`src/rtl/rmd_pkg.sv`:
```
package rmd_pkg;

    typedef enum logic [1:0] {
        SPD_NONE   = 2'd0,
        SPD_SINGLE = 2'd1,
        SPD_DOUBLE = 2'd2,
        SPD_QUAD   = 2'd3
    } spd_mode_e;

    localparam int NUM_RATIOS = 7;

    // index 0..6 -> 128,192,256,384,512,768,1024
    function automatic int unsigned ratio_at(int idx);
        int unsigned base;
        base = 32'd128 << (idx / 2);
        return (idx % 2 == 1) ? (base * 3) / 2 : base;
    endfunction

    function automatic logic ratio_in_mode(spd_mode_e m, int idx);
        case (m)
            SPD_SINGLE: return idx >= 2;
            SPD_DOUBLE: return idx <= 4;
            SPD_QUAD:   return idx <= 2;
            default:    return 1'b0;
        endcase
    endfunction

    typedef struct packed {
        logic      lrck;
        logic      started;
        logic      pend_valid;
        spd_mode_e pend_mode;
        logic      pend_ok;
        spd_mode_e mode;
        logic      ratio_ok;
        logic      unsup;
        logic      lost;
    } det_state_t;

endpackage

```
`src/rtl/rmd_tick_counter.sv`:
```
module rmd_tick_counter #(
    parameter int unsigned W = 12
) (
    input  logic         clk,
    input  logic         rst_n,
    input  logic         restart,
    input  logic         tick,
    output logic [W-1:0] count
);
    localparam logic [W-1:0] CNT_MAX = {W{1'b1}};

    logic [W-1:0] cnt_d, cnt_q;

    always_comb begin
        if (restart)
            cnt_d = W'(tick);
        else if (tick && cnt_q != CNT_MAX)
            cnt_d = cnt_q + W'(1);
        else
            cnt_d = cnt_q;
    end

    always_ff @(posedge clk or negedge rst_n) begin
        if (!rst_n) cnt_q <= '0;
        else        cnt_q <= cnt_d;
    end

    assign count = cnt_q;

    // the timeout relies on the count never wrapping
    assert_count_saturates_R10: assert property (@(posedge clk) disable iff (!rst_n)
        (cnt_q == CNT_MAX && !restart) |=> (cnt_q == CNT_MAX));

endmodule

```
`src/rtl/rmd_classify.sv`:
```
module rmd_classify
    import rmd_pkg::*;
#(
    parameter int unsigned REF_KHZ = 24576,
    parameter int unsigned RW      = 14,
    parameter int unsigned MW      = 11
) (
    input  logic          clk,
    input  logic          rst_n,
    input  logic [RW-1:0] ref_count,
    input  logic [MW-1:0] mclk_count,
    output spd_mode_e     mode,
    output logic          ratio_ok
);
    localparam int unsigned S_LO = REF_KHZ / 54;
    localparam int unsigned S_HI = REF_KHZ / 4;
    localparam int unsigned D_LO = REF_KHZ / 108;
    localparam int unsigned D_HI = REF_KHZ / 84;
    localparam int unsigned Q_LO = REF_KHZ / 216;
    localparam int unsigned Q_HI = REF_KHZ / 170;

    logic [31:0] rc32, mc32;
    logic        in_s, in_d, in_q;
    logic [63:0] mclk_scaled, lim_lo, lim_hi;
    logic        range_ok;
    logic [NUM_RATIOS-1:0] near, allow;

    assign rc32 = 32'(ref_count);
    assign mc32 = 32'(mclk_count);

    assign in_s = (rc32 >= S_LO) && (rc32 <= S_HI);
    assign in_d = (rc32 >= D_LO) && (rc32 <= D_HI);
    assign in_q = (rc32 >= Q_LO) && (rc32 <= Q_HI);

    always_comb begin
        if (in_s)      mode = SPD_SINGLE;
        else if (in_d) mode = SPD_DOUBLE;
        else if (in_q) mode = SPD_QUAD;
        else           mode = SPD_NONE;
    end

    // implied master frequency in kHz is mclk_count*REF_KHZ/ref_count
    assign mclk_scaled = 64'(mc32) * 64'(REF_KHZ);
    assign lim_lo      = 64'(rc32) * 64'd1024;
    assign lim_hi      = 64'(rc32) * 64'd51200;
    assign range_ok    = (mclk_scaled >= lim_lo) && (mclk_scaled <= lim_hi);

    for (genvar gi = 0; gi < NUM_RATIOS; gi++) begin : g_ratio
        localparam int unsigned RV = ratio_at(gi);
        assign near[gi]  = (mc32 + 32'd1 >= RV) && (mc32 <= RV + 32'd1);
        assign allow[gi] = ratio_in_mode(mode, gi);
    end

    assign ratio_ok = (mode != SPD_NONE) && (|(near & allow)) && range_ok;

    assert_single_band_R2: assert property (@(posedge clk) disable iff (!rst_n)
        $onehot0({in_s, in_d, in_q}));

    assert_ratio_has_band_R4: assert property (@(posedge clk) disable iff (!rst_n)
        ratio_ok |-> (mode != SPD_NONE && range_ok));

endmodule

```
`src/rtl/fs_mode_detector.sv`:
```
module fs_mode_detector
    import rmd_pkg::*;
#(
    parameter int unsigned REF_KHZ   = 24576,
    parameter int unsigned MAX_RATIO = 1024
) (
    input  logic       clk,
    input  logic       rst_n,
    input  logic       lrck_in,
    input  logic       mclk_tick,
    input  logic       ref_tick,
    input  logic       deemph_req,
    output logic [1:0] speed_mode,
    output logic       ratio_ok,
    output logic       rate_unsupported,
    output logic       clock_lost,
    output logic       deemph_en
);
    localparam int unsigned SLOWEST = REF_KHZ / 4;
    localparam int unsigned TIMEOUT = 2 * SLOWEST;
    localparam int unsigned RW      = $clog2(TIMEOUT + 1);
    localparam int unsigned MW      = $clog2(2 * MAX_RATIO);

    det_state_t    s_d, s_q;
    logic          rise, tmo;
    logic [RW-1:0] ref_count;
    logic [MW-1:0] mclk_count;
    spd_mode_e     cand_mode;
    logic          cand_ok;

    assign rise = lrck_in & ~s_q.lrck;

    rmd_tick_counter #(.W(RW)) u_ref_cnt (
        .clk(clk), .rst_n(rst_n), .restart(rise), .tick(ref_tick), .count(ref_count)
    );

    rmd_tick_counter #(.W(MW)) u_mclk_cnt (
        .clk(clk), .rst_n(rst_n), .restart(rise), .tick(mclk_tick), .count(mclk_count)
    );

    rmd_classify #(.REF_KHZ(REF_KHZ), .RW(RW), .MW(MW)) u_cls (
        .clk(clk), .rst_n(rst_n), .ref_count(ref_count), .mclk_count(mclk_count),
        .mode(cand_mode), .ratio_ok(cand_ok)
    );

    // an edge in the timeout cycle wins over the timeout
    assign tmo = (32'(ref_count) >= TIMEOUT) && !rise;

    always_comb begin
        s_d      = s_q;
        s_d.lrck = lrck_in;
        if (rise) begin
            if (!s_q.started) begin
                s_d.started    = 1'b1;
                s_d.pend_valid = 1'b0;
            end else begin
                if (s_q.pend_valid && cand_mode == s_q.pend_mode && cand_ok == s_q.pend_ok) begin
                    s_d.mode     = cand_mode;
                    s_d.ratio_ok = cand_ok;
                    s_d.unsup    = (cand_mode == SPD_NONE);
                    s_d.lost     = 1'b0;
                end
                s_d.pend_valid = 1'b1;
                s_d.pend_mode  = cand_mode;
                s_d.pend_ok    = cand_ok;
            end
        end else if (tmo) begin
            s_d.lost       = 1'b1;
            s_d.mode       = SPD_NONE;
            s_d.ratio_ok   = 1'b0;
            s_d.unsup      = 1'b0;
            s_d.started    = 1'b0;
            s_d.pend_valid = 1'b0;
        end
    end

    always_ff @(posedge clk or negedge rst_n) begin
        if (!rst_n) begin
            s_q <= '{lrck: 1'b0, started: 1'b0, pend_valid: 1'b0, pend_mode: SPD_NONE,
                     pend_ok: 1'b0, mode: SPD_NONE, ratio_ok: 1'b0, unsup: 1'b0, lost: 1'b0};
        end else begin
            s_q <= s_d;
        end
    end

    assign speed_mode       = s_q.mode;
    assign ratio_ok         = s_q.ratio_ok;
    assign rate_unsupported = s_q.unsup;
    assign clock_lost       = s_q.lost;
    assign deemph_en        = deemph_req && (s_q.mode == SPD_SINGLE);

    assert_unsup_no_mode_R3: assert property (@(posedge clk) disable iff (!rst_n)
        s_q.unsup |-> (s_q.mode == SPD_NONE && !s_q.ratio_ok));

    assert_lost_no_ratio_R10: assert property (@(posedge clk) disable iff (!rst_n)
        s_q.lost |-> (!s_q.ratio_ok && s_q.mode == SPD_NONE));

    assert_mode_on_edge_R9: assert property (@(posedge clk) disable iff (!rst_n)
        (s_q.mode != $past(s_q.mode)) |-> $past(rise || tmo));

    assert_commit_needs_pending_R9: assert property (@(posedge clk) disable iff (!rst_n)
        (rise && !s_q.pend_valid) |=> $stable(s_q.mode));

endmodule

```
`config.mk`:
```
export PLATFORM = sky130hd
export DESIGN_NAME = fs_mode_detector
export DESIGN_NICKNAME = d
export VERILOG_FILES = /design/src/rtl/rmd_pkg.sv /design/src/rtl/rmd_tick_counter.sv /design/src/rtl/rmd_classify.sv /design/src/rtl/fs_mode_detector.sv
export SDC_FILE = /design/constraint.sdc
export NUM_CORES = 1
export LEC_CHECK = 0
export ABC_AREA = 1
export BUFFER_PORTS_ARGS = -buffer_cell sky130_fd_sc_hd__buf_2
export CORE_AREA = 2 2 110 112
export DETAILED_ROUTE_END_ITERATION = 7
export DIE_AREA = 0 0 112 114
export PLACE_DENSITY = 0.68
export RECOVER_POWER = 100
export SLEW_MARGIN = 10
export SYNTH_ARGS = -nofsm -noshare
export SYNTH_HDL_FRONTEND = slang
export SYNTH_SLANG_ARGS = --single-unit
```
`constraint.sdc`:
```
create_clock -name clk -period 3.8 [get_ports clk]
set_clock_uncertainty 0.05 [all_clocks]
set_input_delay 0.95 -clock clk [delete_from_list [all_inputs] [get_ports clk]]
set_output_delay 0.95 -clock clk [all_outputs]
set_load 0.01 [all_outputs]
```
# Word-level counts from Yosys, hierarchy flattened
# Index checks and enable logic that the tools add are counted.
[totals]
ff_bits = 36
output_inout_bits = 6
elab_cells = 101
[op_classes]
magnitude_cmp = 23
n_eq_ne = 10
reduce_logical = 31
bitwise = 3
n_addsub = 3
mux = 18
mul = 2
[ops]
columns = ["op", "count"]
rows = [
  ["$ge A32 B10 Y1 const B", 2],
  ["$ge A32 B8 Y1 const B", 2],
  ["$ge A32 B9 Y1 const B", 2],
  ["$le A47 B48 Y1", 1],
  ["$ge A47 B24 Y1", 1],
  ["$ge A32 B11 Y1 const B", 1],
  ["$mux W14", 2],
  ["$le A11 B10 Y1 const B", 2],
  ["$le A11 B8 Y1 const B", 2],
  ["$le A11 B9 Y1 const B", 2],
  ["$mux W11", 2],
  ["$mux W5", 4],
  ["$logic_and A1 B1 Y1", 19],
  ["$mul A14 B5 Y19 const B", 1],
  ["$add A14 B1 Y14 const B", 1],
  ["$ge A14 B14 Y1 const B", 1],
  ["$ge A14 B7 Y1 const B", 1],
  ["$ge A14 B8 Y1 const B", 1],
  ["$ge A14 B9 Y1 const B", 1],
  ["$le A14 B13 Y1 const B", 1],
  ["$le A14 B8 Y1 const B", 1],
  ["$le A14 B9 Y1 const B", 1],
  ["$ne A14 B14 Y1 const B", 1],
  ["$mul A11 B2 Y13 const B", 1],
  ["other kinds (23)", 37],
]

# Longest topological paths before layout
[depth]
depth_word = 17
depth_mapped = 27
depth_no_buf = 27

# Hierarchy
# From an unflattened synthesis, not the netlist that was laid out.
[unflattened]
hier_cells = 850
area_unflattened_um2 = 6004.5
[modules_own_cells]
columns = ["mod", "cells_per_inst", "seq_area_each_um2", "area_per_inst_um2", "n_inst"]
rows = [
  ["rmd_classify", 555, 0.0, 3812.4, 1],
  ["rmd_tick_counter at u_ref_cnt", 133, 350.3, 908.4, 1],
  ["rmd_tick_counter at u_mclk_cnt", 95, 275.3, 685.7, 1],
  ["fs_mode_detector", 67, 275.3, 598.1, 1],
]

# Worst setup path before layout
# No wires, ideal clock.
[synth_path]
kind = "register to register"
start = "register u_ref_cnt.cnt_q[7], in the netlist u_ref_cnt.count[7]"
end = "register s_q (netlist bit rate_unsupported)"
setup_ns = 0.118
t_arrival_ns = 3.800
required_time_ns = 3.632
slack_ns = -0.168
n_path_buf = 0
stages_incl_launch_ff = 27
cell_sequence = "dfrtp_1 > inv_1 > ha_1 > ha_1 > inv_1 > fa_1 > inv_1 > ha_1 > nand2_1 > inv_1 > nand2_1 > nand2_1 > a31oi_1 > xor2_1 > ha_1 > a21oi_1 > o21ai_0 > a21oi_1 > nand2_1 > nand2_1 > nand2_1 > nand3_1 > nand2_1 > nor2_4 > nand2_4 > nand4_1 > nand2_1"
[synth_via]
elab_chain_len = 16
elab_cells_between_ends = 44
[synth_lines]
columns = ["item", "line_no", "source"]
rows = [
  ["from (decl)", "rmd_tick_counter.sv:12", "logic [W-1:0] cnt_d, cnt_q;"],
  ["from (signal assigned)", "rmd_tick_counter.sv:25", "else cnt_q <= cnt_d;"],
  ["branches (longest 16 deep; another with $le A47 B48 Y1)", "n/a", ""],
  ["to (signal assigned)", "fs_mode_detector.sv:79", "s_q <= '{lrck: 1'b0, started: 1'b0, pend_valid: 1'b0, pend_mode: SPD_NONE,"],
  ["to (decl)", "fs_mode_detector.sv:24", "det_state_t s_d, s_q;"],
]
# Several ways; the timed one is not identified. The select of a mux whose other input is x is not followed.
# A chain may end at the register's enable or synchronous reset.

# Worst setup path in the final report
[layout_path]
start = "register u_ref_cnt.cnt_q[3], in the netlist u_ref_cnt.count[3]"
end = "register s_q (netlist bit rate_unsupported)"
# The elaborated chain is that of the path after synthesis.

==> summary.txt <==
HP Class: register to register
Die Y: 114 µm
DR vias: 5803
Synth area leaders: ha_1 29%, dfrtp_1 16%, nand2_1 12%
CP Class: register to register
Max Cap Viol: 1
Commonest non-fill, non-tap cell in the layout: nand2_1
Initial drt markers: 523
Failing checks: capacitance limit, slew limit, setup timing
Post-synth EDFFs: 0
Placed cell count: 1033
Synth area leader: ha_1
Yosys top cell area share: 28.69%
Most frequent cells in the layout: 169 x nand2_1, 115 x inv_1, 108 x buf_4, 105 x ha_1, 61 x nand3_1
DRC: 0
Syn Nets: 946
Sequential share of the synthesized area: 15.65%
Final Net Count: 1071
FILL cells: 990
Endpoints failing hold: 0
RSZ-0062 raised after global routing: true
Post-synth cell types: 43
Peak VDD IR: 0.2226 mV
Startpoint types: register
Routed wire length per instance: 15.82 µm
Lkg Pwr: 4.067 nW
CTS tree: done
Final slew viol count: 37
Area Growth Syn to Fin: 27.80%
CTS Buf Count: 5
CTS H-tree lvls: 2
Fin cells: 1071
Synth Area per Inst: 7.214 µm²
Final Power: 1.693 mW
Initial Util: 49.16%
CP max FO: 6
Share of cells above drive strength 1: 25.54%
Vias in the first global route: 5678
CP endpoint kind: register
Routed WL: 16.94 mm
GRT Total Usage: 26.36%
Yosys reg bits: 36
Worst-Skew Late Latency: 0.29 ns
Crit share post-route: 110.8%
Power Density: 230.2 mW/mm²
Most used DFF post-synth: dfrtp_1
Tmin final: 4.212 ns
Die W: 112 µm
Syn. warnings: 0
Worst EP arrival: 4.33 ns
Area of the die: 0.01277 mm²
Initial DRT Pass Iterations: 5
Worst slew margin: -39.69%
Dpl ws: -0.4330 ns
F_max: 237.4 MHz
First-pass GRT wire length: 27.26 mm
GRT overflow: 0
Async SR Flop Fraction: 100.0%
CTS Hold Buffers Added: 0
Status: finished, violations left
Via-to-Cell Ratio: 5.418
Clock sinks: 36
Clock Path Buffers: 2
Core region area: 0.01171 mm²
IO Pins: 12
Input/output buffers: 11
Register clock-pin slew on the reported worst setup and hold paths: 0.06 ns
Final setup margin: -0.4116 ns
Routability cong.: 1.005
DP HPWL: 13.26 mm
CP Data Required Time: 3.92 ns
Synthesized area: 0.005757 mm²
DRT antenna net count: 0
Setup violators final: 6
Root Buffer: clkbuf_16
Core Rows: 40
Antenna violations before repair: 0
Pin count of the biggest net entering global routing: 37
Ant diodes: 0
Slew @ Worst Pin: 2.095 ns
Post-Syn Instances: 798
==> critical path: stages, from the launching register on <==
cell and delay (ns):
dfrtp_1 0.42, inv_2 0.14, ha_4 0.22, ha_4 0.26
fa_1 0.45, ha_4 0.34, nand2_4 0.06, o21ai_4 0.23
nand2_1 0.10, nand2_2 0.08, buf_6 0.12, xnor2_4 0.08
ha_4 0.27, nand4_1 0.17, nor4_2 0.34, nand2_1 0.08
nand2_1 0.06, nand2_1 0.05, nand2_1 0.06, nand3_2 0.11
nand2_2 0.10, nor2_4 0.04, nand2_4 0.08, nand2_4 0.08
nand2_2 0.06, nand2_1 0.05
==> where the power goes <==
part	internal (mW)	switching (mW)	total (mW)	leakage, nW
Clock	0.245	0.174	0.420	0.0681
Sequential	0.404	0.0191	0.423	0.477
Combinational	0.379	0.471	0.850	3.52
Total	1.03	0.665	1.69	4.07
==> synth_stat cells, drive strengths merged, types with 2 or more instances <==
master  number
a21oi       49
dfrtp       36
fa          10
nand2      202
nand3b       3
clkinv       2
nand4       23
nor3        10
xor2         9
o21bai       2
a31oi        6
nand3       68
o21ai       26
nor2        49
clkbuf       2
inv        133
xnor2       11
o211ai       2
nor3b        4
ha         132
buf          4
o21a         2
a21o         3
o22ai        6
==> per-layer routing <==
metal	vias up	global-route usage (%)	routed length [µm]
met5	-	0	0
met4	0	11.14	649
met3	47	2.976	855
met2	186	43.92	7793
met1	2708	34.91	7646
li1	2862	-	-
==> cell families (layout without fill, tap and decap cells) <==
kind of cell | Yosys count | count (layout) | synth area share (%)
buffers and inverters | 141 | 267 | 9.411
xor gates and xnor gates | 20 | 20 | 3.173
adders and majority gates | 142 | 142 | 32.17
DFF | 36 | 36 | 15.65
AOI/OAI and AO/OA | 97 | 97 | 9.346
and+or+nand+nor | 362 | 362 | 30.25
==> path summary, 6_finish.rpt <==
path / from / endpoint / slack, ns / cells after the start
setup / recovery: u_ref_cnt.count[3]$_DFFE_PN0P_ / rate_unsupported$_DFFE_PN0P_ / -0.41 / 25
hold / removal: clock_lost$_DFFE_PN0P_ / clock_lost$_DFFE_PN0P_ / 0.47 / 2
setup reg to reg: u_ref_cnt.count[3]$_DFFE_PN0P_ / rate_unsupported$_DFFE_PN0P_ / -0.41 / 25
hold reg to reg: clock_lost$_DFFE_PN0P_ / clock_lost$_DFFE_PN0P_ / 0.47 / 2
max in group asynchronous: rst_n / u_ref_cnt.count[9]$_DFFE_PN0P_ / 1.14 / 1
min in group asynchronous: rst_n / u_ref_cnt.count[7]$_DFFE_PN0P_ / 1.22 / 1
==> flip-flops by register name, indices dropped and copies added, names as in the netlist <==
| name | count |
|---|---|
| u_ref_cnt.count | 14 |
| speed_mode | 2 |
| ratio_ok | 1 |
| clock_lost | 1 |
| s_q | 6 |
| u_mclk_cnt.count | 11 |
| rate_unsupported | 1 |
==> area by class of cell <==
class                           count  area [µm²]  share of cell area [%]
Multi-Input combinational cell    621        4707                   63.98
Timing Repair Buffer              124       905.9                   12.31
Sequential cell                    36       904.6                   12.30
Inverter                          135       514.2                   6.990
Tap cell                          147       183.9                   2.500
Clock buffer                        7       132.6                   1.803
Clock inverter                      1       8.758                  0.1190
==> metrics by stage <==
stage / TNS, ns / util (%) / instance area (µm²) / hold slack (ns)
global route: -3.244 / 62.82 / 7357 / 0.4777
finish: -2.152 / 62.82 / 7357 / 0.4652
global placement: -1.985 / 57.30 / 6710 / 0.4315
detailed placement: -2.280 / 57.30 / 6710 / 0.4580
floorplan: 0 / - / 5883 / 0.4161
CTS: -0.7758 / 61.34 / 7183 / 0.4638
==> repair_timing <==
| item | 4_1_cts | 5_1_grt |
|---|---|---|
| pin swaps | 37 | 29 |
| resized for setup | 41 | 23 |
| setup buffers | 21 | 9 |
| endpoints found under the setup margin | 6 | 6 |
Power figures use the tool's default switching activity.
